[src/rtl/irq_agg_pkg.sv]
package irq_agg_pkg;

  typedef enum logic [2:0] {
    REG_NONE    = 3'd0,
    REG_STATUS  = 3'd1,
    REG_ENABLE  = 3'd2,
    REG_PENDING = 3'd3,
    REG_CLEAR   = 3'd4
  } reg_sel_e;

  localparam int WINDOW_BITS = 4;

endpackage

[src/rtl/irq_bus_decode.sv]
module irq_bus_decode
  import irq_agg_pkg::*;
#(
  parameter int ADDR_W = 8
) (
  input  logic              bus_sel,
  input  logic [ADDR_W-1:0] bus_addr,
  output reg_sel_e          sel_o
);

  logic in_window;

  always_comb begin
    in_window = bus_sel
             && (bus_addr[1:0] == 2'b00)
             && (bus_addr[ADDR_W-1:WINDOW_BITS] == '0);
  end

  always_comb begin
    sel_o = REG_NONE;
    if (in_window) begin
      case (bus_addr[3:2])
        2'd0:    sel_o = REG_STATUS;
        2'd1:    sel_o = REG_ENABLE;
        2'd2:    sel_o = REG_PENDING;
        2'd3:    sel_o = REG_CLEAR;
        default: sel_o = REG_NONE;
      endcase
    end
  end

endmodule

[src/rtl/irq_status_bank.sv]
module irq_status_bank #(
  parameter int NUM_SRC = 6
) (
  input  logic               clk,
  input  logic               rst,
  input  logic [NUM_SRC-1:0] set_i,
  input  logic               clr_wr_i,
  input  logic [NUM_SRC-1:0] clr_mask_i,
  output logic [NUM_SRC-1:0] status_o
);

  for (genvar i = 0; i < NUM_SRC; i++) begin : g_bit
    logic bit_q;

    always_ff @(posedge clk) begin
      if (rst) begin
        bit_q <= 1'b0;
      end else if (set_i[i]) begin
        bit_q <= 1'b1;
      end else if (clr_wr_i && clr_mask_i[i]) begin
        bit_q <= 1'b0;
      end
    end

    assign status_o[i] = bit_q;

    // a request wins over a same-cycle acknowledge
    a_r6_set_wins: assert property (@(posedge clk) disable iff (rst)
      set_i[i] |=> status_o[i]);

    // a latched bit holds while no acknowledge targets it
    a_r2_sticky: assert property (@(posedge clk) disable iff (rst)
      (status_o[i] && !(clr_wr_i && clr_mask_i[i])) |=> status_o[i]);

    // an acknowledge without a competing request empties the bit
    a_r5_clear: assert property (@(posedge clk) disable iff (rst)
      (clr_wr_i && clr_mask_i[i] && !set_i[i]) |=> !status_o[i]);
  end

endmodule

[src/rtl/irq_enable_reg.sv]
module irq_enable_reg #(
  parameter int NUM_SRC = 6
) (
  input  logic               clk,
  input  logic               rst,
  input  logic               wr_i,
  input  logic [NUM_SRC-1:0] wdata_i,
  output logic [NUM_SRC-1:0] enable_o
);

  logic [NUM_SRC-1:0] en_q;

  always_ff @(posedge clk) begin
    if (rst) begin
      en_q <= '0;
    end else if (wr_i) begin
      en_q <= wdata_i;
    end
  end

  assign enable_o = en_q;

  // a write lands in the register on the next edge
  a_r3_write_lands: assert property (@(posedge clk) disable iff (rst)
    wr_i |=> (enable_o == $past(wdata_i)));

  // without a write the register holds
  a_r3_hold: assert property (@(posedge clk) disable iff (rst)
    !wr_i |=> $stable(enable_o));

endmodule

[src/rtl/irq_read_mux.sv]
module irq_read_mux
  import irq_agg_pkg::*;
#(
  parameter int NUM_SRC = 6,
  parameter int DATA_W  = 32
) (
  input  logic               clk,
  input  logic               rst,
  input  logic               rd_i,
  input  reg_sel_e           sel_i,
  input  logic [NUM_SRC-1:0] status_i,
  input  logic [NUM_SRC-1:0] enable_i,
  output logic [DATA_W-1:0]  rdata_o
);

  logic [NUM_SRC-1:0] pend;
  logic [NUM_SRC-1:0] pick;
  logic [DATA_W-1:0]  pick_ext;
  logic [DATA_W-1:0]  rdata_q;

  always_comb begin
    pend = status_i & enable_i;
    case (sel_i)
      REG_STATUS:  pick = status_i;
      REG_ENABLE:  pick = enable_i;
      REG_PENDING: pick = pend;
      default:     pick = '0;
    endcase
    pick_ext = '0;
    pick_ext[NUM_SRC-1:0] = pick;
  end

  always_ff @(posedge clk) begin
    if (rst) begin
      rdata_q <= '0;
    end else if (rd_i) begin
      rdata_q <= pick_ext;
    end else begin
      rdata_q <= '0;
    end
  end

  assign rdata_o = rdata_q;

  // read data is zero in every cycle that does not follow a read
  a_r10_idle_zero: assert property (@(posedge clk) disable iff (rst)
    !rd_i |=> (rdata_o == '0));

  // the acknowledge register reads back as zero
  a_r8_clear_reads_zero: assert property (@(posedge clk) disable iff (rst)
    (rd_i && sel_i == REG_CLEAR) |=> (rdata_o == '0));

  // a missed access returns zero
  a_r9_miss_zero: assert property (@(posedge clk) disable iff (rst)
    (rd_i && sel_i == REG_NONE) |=> (rdata_o == '0));

endmodule

[src/rtl/irq_aggregator.sv]
module irq_aggregator
  import irq_agg_pkg::*;
#(
  parameter int GPIO_PORTS = 4,
  parameter int ADDR_W     = 8,
  parameter int DATA_W     = 32
) (
  input  logic                  clk,
  input  logic                  rst,
  input  logic                  bus_sel,
  input  logic                  bus_wr,
  input  logic [ADDR_W-1:0]     bus_addr,
  input  logic [DATA_W-1:0]     bus_wdata,
  output logic [DATA_W-1:0]     bus_rdata,
  input  logic [GPIO_PORTS-1:0] gpio_irq,
  input  logic                  uart_rx_irq,
  input  logic                  uart_tx_irq,
  output logic                  cpu_irq
);

  localparam int NUM_SRC = GPIO_PORTS + 2;

  reg_sel_e           sel;
  logic               en_wr;
  logic               clr_wr;
  logic               rd;
  logic [NUM_SRC-1:0] src_vec;
  logic [NUM_SRC-1:0] status;
  logic [NUM_SRC-1:0] enable;
  logic               irq_q;

  if (DATA_W > NUM_SRC) begin : g_hi
    logic unused_wdata_hi;
    assign unused_wdata_hi = ^bus_wdata[DATA_W-1:NUM_SRC];
  end

  always_comb begin
    src_vec = {uart_tx_irq, uart_rx_irq, gpio_irq};
    en_wr   = bus_sel && bus_wr && (sel == REG_ENABLE);
    clr_wr  = bus_sel && bus_wr && (sel == REG_CLEAR);
    rd      = bus_sel && !bus_wr;
  end

  irq_bus_decode #(.ADDR_W(ADDR_W)) u_dec (
    .bus_sel  (bus_sel),
    .bus_addr (bus_addr),
    .sel_o    (sel)
  );

  irq_status_bank #(.NUM_SRC(NUM_SRC)) u_stat (
    .clk        (clk),
    .rst        (rst),
    .set_i      (src_vec),
    .clr_wr_i   (clr_wr),
    .clr_mask_i (bus_wdata[NUM_SRC-1:0]),
    .status_o   (status)
  );

  irq_enable_reg #(.NUM_SRC(NUM_SRC)) u_en (
    .clk      (clk),
    .rst      (rst),
    .wr_i     (en_wr),
    .wdata_i  (bus_wdata[NUM_SRC-1:0]),
    .enable_o (enable)
  );

  irq_read_mux #(.NUM_SRC(NUM_SRC), .DATA_W(DATA_W)) u_rd (
    .clk      (clk),
    .rst      (rst),
    .rd_i     (rd),
    .sel_i    (sel),
    .status_i (status),
    .enable_i (enable),
    .rdata_o  (bus_rdata)
  );

  always_ff @(posedge clk) begin
    if (rst) begin
      irq_q <= 1'b0;
    end else begin
      irq_q <= |(status & enable);
    end
  end

  assign cpu_irq = irq_q;

  // the request line follows the pending bits one cycle later
  a_r7_irq_rise: assert property (@(posedge clk) disable iff (rst)
    (|(status & enable)) |=> cpu_irq);

  a_r7_irq_fall: assert property (@(posedge clk) disable iff (rst)
    !(|(status & enable)) |=> !cpu_irq);

  // writes to the read-only views leave the status bits untouched
  a_r8_ro_write: assert property (@(posedge clk) disable iff (rst)
    (bus_sel && bus_wr && (sel == REG_STATUS || sel == REG_PENDING) && src_vec == '0)
      |=> $stable(status));

  // a missed write alters no register
  a_r9_miss_write: assert property (@(posedge clk) disable iff (rst)
    (bus_sel && bus_wr && sel == REG_NONE && src_vec == '0)
      |=> ($stable(status) && $stable(enable)));

endmodule

[config.mk]
export PLATFORM = sky130hd
export DESIGN_NAME = irq_aggregator
export DESIGN_NICKNAME = d
export VERILOG_FILES = /design/src/rtl/irq_agg_pkg.sv /design/src/rtl/irq_bus_decode.sv /design/src/rtl/irq_status_bank.sv /design/src/rtl/irq_enable_reg.sv /design/src/rtl/irq_read_mux.sv /design/src/rtl/irq_aggregator.sv
export SDC_FILE = /design/constraint.sdc
export NUM_CORES = 1
export LEC_CHECK = 0
export BUFFER_PORTS_ARGS = -buffer_cell sky130_fd_sc_hd__clkbuf_2
export CORE_MARGIN = 1.5
export CORE_UTILIZATION = 35
export DETAILED_ROUTE_END_ITERATION = 8
export PLACE_DENSITY = 0.72
export RECOVER_POWER = 50
export SKIP_LAST_GASP = 1
export SYNTH_ARGS = -nofsm -noshare
export SYNTH_HDL_FRONTEND = slang
export SYNTH_SLANG_ARGS = --single-unit
[constraint.sdc]
create_clock -name clk -period 2.11 [get_ports clk]
set_input_delay 0.3165 -clock clk [delete_from_list [all_inputs] [get_ports clk]]
set_output_delay 0.3165 -clock clk [all_outputs]
set_load 0.02 [all_outputs]
Yosys cells after proc, flatten, opt, wreduce, memory -nomap -nowiden
Index checks and enable logic that the tools add are counted.

Word-level logic and storage cells: 58. Flip-flop bits (word level): 45. Input port bits: 50. Output and inout port bits: 33.

Reduce and logical (&&, ||, !) cells: 24. Equality and inequality tests: 7. Mux-type cells: 15. Bitwise logic cells: 2.

Operators by type and width (count): $pmux 6 s3 (1); $logic_and 1x1->1 (12); $mux 1 (12); $pmux 3 s4 (1); $reduce_bool 2->1 (6); $and 6x6->6 (1); $eq 3x2->1 const B (2); $reduce_or 6->1 (1); $eq 2x2->1 const B (2); $logic_not 2->1 (2); $logic_not 4->1 (1); $eq 3x1->1 const B (1); $eq 3x3->1 const B (1); $mux 3 (1); $eq 2x1->1 const B (1); $reduce_or 2->1 (1); $logic_not 1->1 (1); $not 1->1 (1).

Longest topological paths before layout
Gate-level depths: netlist of run 1.

Depth in word-level cells: 9. Gate-level depth with buffers: 6. Mapped depth without buffers: 5.

By module
From an unflattened synthesis of run 1, not the netlist that was laid out.

Cells, all modules: 125. Area, all modules: 1168.6 µm².

Modules (own cells, without submodules): irq_read_mux (instances 1, area each 493.0 µm², cells each 54); irq_status_bank (instances 1, area each 262.8 µm², cells each 30); irq_enable_reg (instances 1, area each 214.0 µm², cells each 19); irq_aggregator (instances 1, area each 102.6 µm², cells each 9); irq_bus_decode (instances 1, area each 96.3 µm², cells each 13).

Least setup slack after synthesis of run 1
Ideal clock, no wire load.

Path kind: input -> register. Start: in bus_addr[2]. End: reg u_stat.g_bit[0].bit_q. Data arrival time: 1.508 ns. Required time: 1.974 ns. Stages: 5. Library setup time: 0.136 ns. Path slack: 0.466 ns. Path buffers: 0. Cell sequence: inv_1 ha_1 or3_1 nor4_4 a311oi_1.

Cells in the longest elaborated chain, start to end: 7. Elaborated cells between the ends (all ways): 10.

RTL lines: start: declaration (line irq_aggregator.sv:12) `input logic [ADDR_W-1:0] bus_addr,`; $eq 2x2->1 (tied with other cells) (line irq_bus_decode.sv:22) `case (bus_addr[3:2])`; $pmux 3 s4 (*) (line irq_bus_decode.sv:22); $mux 3 (*) (line irq_bus_decode.sv:21) `if (in_window) begin`; $eq 3x3->1 (*) (line irq_aggregator.sv:40) `clr_wr = bus_sel && bus_wr && (sel == REG_CLEAR);`; $logic_and 1x1->1 (*) (line irq_aggregator.sv:40); $logic_and 1x1->1 (*) (line irq_status_bank.sv:20) `end else if (clr_wr_i && clr_mask_i[i]) begin`; $reduce_bool 2->1 (no line) (*); end signal: assignment (line irq_status_bank.sv:17) `bit_q <= 1'b0;`; end signal: assignment (line irq_status_bank.sv:19) `bit_q <= 1'b1;`; end signal: assignment (line irq_status_bank.sv:21) `bit_q <= 1'b0;`; end: declaration (line irq_status_bank.sv:13) `logic bit_q;`.

Every way passes the cells marked *; elsewhere a longest branch is shown, timed or not. A chain may end at the register's enable or synchronous reset.

Worst setup path after layout of run 1
Start: in bus_addr[2]. End: reg u_stat.g_bit[1].bit_q.

Cells in the longest elaborated chain, start to end: 7. Elaborated cells between the ends (all ways): 10.

RTL lines (line): $eq 2x2->1 (tied with other cells) (irq_bus_decode.sv:22); $pmux 3 s4 (*) (irq_bus_decode.sv:22); $mux 3 (*) (irq_bus_decode.sv:21); $eq 3x3->1 (*) (irq_aggregator.sv:40); $logic_and 1x1->1 (*) (irq_aggregator.sv:40); $logic_and 1x1->1 (*) (irq_status_bank.sv:20); $reduce_bool 2->1 (no line) (*); end signal: assignment (irq_status_bank.sv:17); end signal: assignment (irq_status_bank.sv:19); end signal: assignment (irq_status_bank.sv:21); end: declaration (irq_status_bank.sv:13).

Marks and branches as above.

==> impl_summary.txt, run 1 <==
----------------------------------------------------
[Routing]
  Starting DRC count in detailed routing ... 34
  Routed length per instance ... around 12 microns
  Sum of routed wire length over all layers ... ~2.0 mm
  Number of DRC violations after detailed routing ... 0
  Vias ... ~800
  Number of optimization iterations in the first detailed-route pass ... 4
  Via density ... approximately 4.6
  Post-detailed-route count of antenna-violating nets ... 0

[Placement]
  Total of buffers placed on input and output ports ... 30
  RePlAce Congestion ... 0.7356
  Post-DP Area ... approximately 1200 sq um
  Post-detailed-placement half-perimeter wirelength ... 1.600 mm
  Placed Instances ... between 150 and 200

[Clock network]
  Hold buffers post-CTS ... 0
  Number of H-tree levels ... 1
  Clock buffers created by TritonCTS ... 3
  Clock sink count ... 19
  CTS tree ... yes
  Skew-Pair Late Insertion Delay ... roughly 290 ps
  Setup Fix Bufs, Post-CTS ... 0
  Clock Pin Slew Worst Setup and Hold Paths ... 100 ps
  Max Root-Sink Buffers ... 2
  Root Buffer Master ... clkbuf_4
  Quantity of gates resized following cts ... 0

[STA]
  Fin crit period ... ~1700 ps
  Maximum achievable frequency ... 587.9 MHz
  Final setup violation count ... 0
  Worst clock skew on the final layout ... around 7 ps
  Setup TNS ... 0 ps
  Crit share post-route ... approximately four fifths
  Fin. Hold Viols ... 0
  Unrepaired setup endpoints after global routing ... no
  Slew of the pin with the lowest slew margin ... 507.5 ps
  Count of final max-slew check failures ... 0
  Slew margin rel. ... 66.16%

[Setup path]
  Worst endpoint data arrival time ... between 1500 and 2000 ps
  Crit path max-delay cell type ... nor4_4
  Slack of the worst reg-to-reg path ... around 1300 ps
  Kind of start point of the critical path ... input pin
  Slowest stage delay, CP ... 450 ps
  Endpoint class of the critical path ... flip-flop
  Number of cells on the worst reg-to-reg path ... 2
  Worst reg2reg path endpoint ... u_stat.g_bit[1].bit_q
  Crit path max fanout ... 6
  Kind of cell with the highest combined delay on the critical path ... simple AND/OR/NAND/NOR gates
  Ordered list of cells on the worst path ... clkbuf_1, inv_1, ha_1, or3_1, nor4_4, a311oi_1
  Worst Path Required ... about 2300 ps
  Number of buffer and inverter instances along the worst setup path ... 2
  Type of the worst setup path ... input pin to flip-flop
  Launching point of the worst reg2reg path ... u_stat.g_bit[1].bit_q

[Global route]
  Vias in the first global route ... approximately 750
  Combined global-route utilization of all metal layers ... 12.01%
  Global route total overflow ... 0
  Antenna violations before repair ... 0
  First-pass GRT wire length ... 3.194 mm
  Largest net degree at the start of global routing ... 21

[Layout]
  Area of all placed cells without fillers ... between 1000 and 1500 sq um
  Ant. Diodes ... 0
  Layout-stage area growth over the synthesis result ... 8.807%
  Area taken by flip-flops and latches ... 380.4 sq um
  Filler cell count in the final layout ... 304
  Post-layout nets ... approximately 200
  Post-route insts no fill ... between 150 and 200
  Fraction of layout instances using a drive strength above 1 ... ~24%
  Multi-input gate area ... around 550 sq um

[Synthesis]
  Dominant register cell in the synthesized netlist ... dfxtp_1
  Top cells by count, synth ... buf_4 (26), dfxtp_1 (19), nand2b_1 (12), inv_1 (9), nor2_1 (8)
  Post-synth design cell area ... 1080 sq um
  Most common cell in the netlist ... buf_4
  Sequential-to-total area share from yosys stat ... between 30% and 40%
  Cell type with the highest aggregate area in the netlist ... dfxtp_1
  Gate count after technology mapping ... 112
  Post-synthesis area per instance ... between 9 and 10 sq um
  EDFF count, synth ... 0
  Ys async rst share ... 0%
  Yosys top cell area share ... a little over a third
  Most area-consuming cells after synthesis ... dfxtp_1 (35%), buf_4 (18%), nand2b_1 (7.0%)
  Number of distinct library cell variants in the gate-level netlist after synthesis ... 22
  Synthesis-stage register bit count ... 19
  Ys Warns ... 0

[Worst hold path]
  Hold Path End ... u_stat.g_bit[0].bit_q
  Origin of the worst min-delay path ... bus_wdata[0]
  Worst hold-check path type ... input pin to flip-flop
  Number of cells on the worst hold path ... 2

[Floorplanning]
  Placeable core region ... approximately 2900 sq um
  Initial core utilization ... roughly 38%
  Die width ... a little under 60 microns
  Number of top-level design ports ... 83
  Die Y ... between 50 and 60 microns
  Die Area ... approximately 3400 sq um
  Row count ... 19

[Status]
  Result of the run ... complete, no violations

[Power]
  Share of total power consumed by net switching ... roughly 28%
  Sequential cell fraction of total power ... around 56%
  Pwr Total ... approximately 0.00066 W
  Net switching power figure ... ~0.00019 W
  Cell area power density ... 563.8 nW/um^2
  Clock group share of total power ... about a quarter
  Max VDD drop ... around 0.18 mV
  Leakage power total ... roughly 0.55 nW
  Comb pwr share ... around 17%
  Internal Dissipation ... between 0.0004 and 0.0005 W

[Flow run]
  Maximum Capacitance Violations ... 0

----------------------------------------------------
[state kept, by name (all words and copies together) (netlist names)]
name                flops
u_en.enable_o           6
u_rd.rdata_o            6
u_stat.g_bit.bit_q      6
cpu_irq                 1
[metrics by stage]
| step | setup slack [ps] | hold WS [ps] | util, % |
|---|---|---|---|
| 4_1_cts | 410.1 | 225.7 | 41.67 |
| 3_3_place_gp | 172.6 | 477.0 | 40.75 |
| 3_5_place_dp | 104.0 | 488.6 | 40.75 |
| 2_1_floorplan | 465.9 | 425.2 | - |
| 5_1_grt | 311.1 | 226.2 | 41.18 |
| 6_report | 408.9 | 230.2 | 41.18 |
[worst max path at each step]
stage,from,endpoint,cells after the start
after floorplan,bus_addr[2],u_stat.g_bit[0].bit_q,5
after global placement,bus_addr[2],u_stat.g_bit[2].bit_q,6
after detailed placement,bus_addr[2],u_stat.g_bit[1].bit_q,6
after CTS,bus_addr[2],u_stat.g_bit[1].bit_q,6
after global routing,bus_addr[2],u_stat.g_bit[5].bit_q,6
final,bus_addr[2],u_stat.g_bit[1].bit_q,6
[cell type report]
class                      instances  area share [%]
multi-input combinational         80           46.96
clock buffer                       4           2.236
sequential                        19           32.37
timing repair buffer              31           12.25
inverter                           9           2.875
tap                               31           3.301
[layout by cell type (no fill, tap or decap), drive strengths merged, types with 2 or more instances in the layout]
cell	count
nor4	2
a311oi	6
nand2b	12
inv	9
dfxtp	19
nor2	8
ha	3
clkbuf	35
conb	26
o221a	6
mux2i	6
a22oi	3
[kinds of logic (layout without fill, tap and decap cells)]
family | after synthesis | count (layout) | synth area share (%)
AO/OA/AOI/OAI | 16 | 16 | 13.79
adder cells (fa/ha/maj) | 3 | 3 | 3.477
buffers and inverters | 38 | 44 | 22.36
flip-flops | 19 | 19 | 35.23
multiplexers | 6 | 6 | 5.562
other | 1 | 26 | 0.3473
AND/OR/NAND/NOR | 29 | 29 | 19.24
[worst reg2reg max path: cells and delay by family (launching register included)]
kind               cells  cell delay, ps
DFF                    1             380
AOI/OAI and AO/OA      1             260
and+or+nand+nor        1              60
[layer usage]
layer  up-vias  wire length, microns  track usage (%)
li1        399                     -                -
met1       357                   811            12.97
met2        37                  1050            23.43
met3         0                   154            2.418
met4         0                     0            2.990
met5         -                     0                0
[power by group through the flow]
stage | logic (W) | registers, W | clock network, W
floorplan | 0.000117 | 0.000380 | 0
global placement | 0.000110 | 0.000381 | 0
detailed placement | 0.000114 | 0.000382 | 0
CTS | 0.000114 | 0.000374 | 0.000182
global route | 0.000124 | 0.000375 | 0.000199
finish | 0.000114 | 0.000374 | 0.000175
No activity file was read; power rests on OpenSTA's default activity.
==> run 2: changes to the inputs <==
==> constraint.sdc (replaced) <==
create_clock -name clk -period 1.65 [get_ports clk]
set_input_delay 0.2475 -clock clk [delete_from_list [all_inputs] [get_ports clk]]
set_output_delay 0.2475 -clock clk [all_outputs]
set_load 0.02 [all_outputs]
==> run 2 against run 1 <==
Register-to-register slack worse by 430 ps; total power up 31%; utilization up 2.5 points; die area unchanged; clock skew up 0.51 ps; setup slack worse by 230 ps; cell count up 5.2%; clock power up 33%; highest routed layer is now met4.
==> impl_summary.txt, run 2 (same netlist as run 1, synthesis figures left out) <==
----------------------------------------------------
[Status]
  Result of the run ... complete, no violations (unchanged)

[Setup path]
  End point of the critical path ... u_stat.g_bit[0].bit_q (was u_stat.g_bit[1].bit_q)
  Crit path max fanout ... 4 (was 6)
  Worst Path Required ... 1830 ps (was 2260 ps)
  Type of the worst setup path ... input pin to flip-flop (unchanged)
  Worst reg2reg path endpoint ... cpu_irq (was u_stat.g_bit[1].bit_q)
  Endpoint class of the critical path ... flip-flop (unchanged)
  Launching point of the worst reg2reg path ... u_en.enable_o[1] (was u_stat.g_bit[1].bit_q)
  Slack of the worst reg-to-reg path ... 890 ps (was 1320 ps)
  Number of cells on the worst reg-to-reg path ... 2 (unchanged)
  Kind of start point of the critical path ... input pin (unchanged)
  Worst endpoint data arrival time ... 1650 ps (was 1850 ps)
  Startpoint of the most critical setup path ... bus_addr[2] (unchanged)

[Clock network]
  Clock sink count ... 19 (unchanged)
  Setup Fix Bufs, Post-CTS ... 0 (unchanged)
  Quantity of gates resized following cts ... 0 (unchanged)
  Skew-Pair Late Insertion Delay ... 300 ps (was 290 ps)
  Hold buffers post-CTS ... 0 (unchanged)
  Max Root-Sink Buffers ... 2 (unchanged)
  Root Buffer Master ... clkbuf_4 (unchanged)
  Clock Pin Slew Worst Setup and Hold Paths ... 110 ps (was 100 ps)
  Clock buffers created by TritonCTS ... 3 (unchanged)
  Number of H-tree levels ... 1 (unchanged)
  CTS tree ... yes (unchanged)

[Power]
  Cell area power density ... 695.7 nW/um^2 (was 563.8 nW/um^2)
  Sequential cell fraction of total power ... 55.0% (was 56.4%)
  Max VDD drop ... 0.2709 mV (was 0.1776 mV)
  Clock group share of total power ... 26.8% (was 26.4%)
  Comb pwr share ... 18.2% (was 17.2%)
  Net switching power figure ... 0.0002542 W (was 0.0001882 W)
  Internal Dissipation ... 0.0006137 W (was 0.0004742 W)
  Pwr Total ... 0.0008678 W (was 0.0006624 W)
  Share of total power consumed by net switching ... 29.29% (was 28.41%)
  Leakage power total ... 0.5982 nW (was 0.5461 nW)

[Global route]
  Combined global-route utilization of all metal layers ... 12.30% (was 12.01%)
  Vias in the first global route ... 824 (was 748)
  Largest net degree at the start of global routing ... 21 (unchanged)
  Antenna violations before repair ... 0 (unchanged)
  First-pass GRT wire length ... 3.249 mm (was 3.194 mm)
  Global route total overflow ... 0 (unchanged)

[STA]
  Maximum achievable frequency ... between 600 and 700 MHz
  Count of final max-slew check failures ... 0 (unchanged)
  Final setup violation count ... 0 (unchanged)
  Final critical-path setup slack ... 182.0 ps (was 408.9 ps)
  Fin. Hold Viols ... 0 (unchanged)
  Unrepaired setup endpoints after global routing ... no (unchanged)
  Fin crit period ... ~1500 ps
  Crit share post-route ... between 80% and 90%
  Setup TNS ... 0 ps (unchanged)
  Worst clock skew on the final layout ... 7.507 ps (was 7.000 ps)

[Worst hold path]
  Worst hold-check path type ... input pin to flip-flop (unchanged)
  Origin of the worst min-delay path ... bus_wdata[4] (was bus_wdata[0])

[Layout]
  Filler cell count in the final layout ... 287 (was 304)
  Fraction of layout instances using a drive strength above 1 ... 30.26% (was 24.48%)
  Post-route insts no fill ... 183 (was 174)
  Post-layout nets ... 206 (was 197)
  Final core utilization ... 43.73% (was 41.18%)
  Most common cell after layout, fill and taps aside ... conb_1 (unchanged)
  Highest-count cells in the layout ignoring fill and taps ... conb_1 (26), clkbuf_2 (22), dfxtp_1 (19) (unchanged)
  Ant. Diodes ... 0 (unchanged)
  Layout-stage area growth over the synthesis result ... 15.53% (was 8.807%)

[Floorplanning]
  Initial core utilization ... 37.85% (unchanged)
  Row count ... 19 (unchanged)
  Die Area ... 3428 sq um (unchanged)
  Placeable core region ... 2853 sq um (unchanged)
  Die width ... 58.55 microns (unchanged)
  Die Y ... 58.55 microns (unchanged)
  Number of top-level design ports ... 83 (unchanged)

[Flow run]
  Maximum Capacitance Violations ... 0 (unchanged)

[Routing]
  Routed length per instance ... 10.70 microns (was 11.59 microns)
  Number of optimization iterations in the first detailed-route pass ... 4 (unchanged)
  Starting DRC count in detailed routing ... 21 (was 34)
  Sum of routed wire length over all layers ... 1.959 mm (was 2.017 mm)
  Vias ... 850 (was 793)
  Post-detailed-route count of antenna-violating nets ... 0 (unchanged)
  Number of DRC violations after detailed routing ... 0 (unchanged)
  Via density ... 4.645 (was 4.557)

[Placement]
  Post-detailed-placement half-perimeter wirelength ... 1.586 mm (was 1.600 mm)
  RePlAce Congestion ... 0.7485 (was 0.7356)
  Worst slack at placement ... -136.0 ps (was 104.0 ps)
  Total of buffers placed on input and output ports ... 30 (unchanged)
  Placed Instances ... 179 (was 170)

----------------------------------------------------
## run 2: changes by cell type in the layout (fill, tap and decap cells not counted), sizes merged
cell    change
buf        +10
clkbuf      -2
clkinv      +1
## run 2: worst min path at each step
stage	to	slack [ps]	depth (start not counted)
final	u_stat.g_bit[4].bit_q	140	2
after global routing	u_stat.g_bit[4].bit_q	140	2
after CTS	u_stat.g_bit[5].bit_q	130	2
after detailed placement	u_stat.g_bit[5].bit_q	470	2
after global placement	u_stat.g_bit[5].bit_q	460	2
after floorplan	u_stat.g_bit[4].bit_q	360	1
## run 2: critical path: stages
cell and delay (ps):
clkbuf_1 100, inv_1 60, ha_1 300, or3_1 430, nor4_4 250, buf_4 180
a311oi_1 80
## run 2: routing by layer
metal | global-route usage (%) | part of all wire, % | up-vias
met5 | 0 | 0 | -
met3 | 1.758 | 7.9 | 3
met2 | 22.31 | 49 | 42
li1 | - | - | 419
met1 | 13.70 | 42 | 386
met4 | 6.645 | 1.7 | 0
## run 2: cell type report
type	count	area, sq um	area share, %
clock buffer	3	22.52	1.805
clock inverter	1	5.005	0.4012
inverter	9	33.78	2.708
multi-input combinational	80	551.8	44.23
sequential	19	380.4	30.49
tap	31	38.79	3.109
timing repair buffer	40	215.2	17.25
## run 2: through the flow
| stage | hold WS (ps) | instance area, sq um |
|---|---|---|
| after floorplan | 356.2 | 1174 |
| after global placement | 459.8 | 1230 |
| after detailed placement | 465.6 | 1230 |
| after CTS | 126.6 | 1257 |
| after global routing | 144.6 | 1247 |
| final | 138.1 | 1247 |
## run 2: power groups by stage
stage	logic, W	clock network [W]	registers (W)
after detailed placement	0.000157	0	0.000488
after floorplan	0.000150	0	0.000486
after CTS	0.000158	0.000245	0.000478
final	0.000158	0.000233	0.000478
after global placement	0.000153	0	0.000488
after global routing	0.000174	0.000253	0.000480
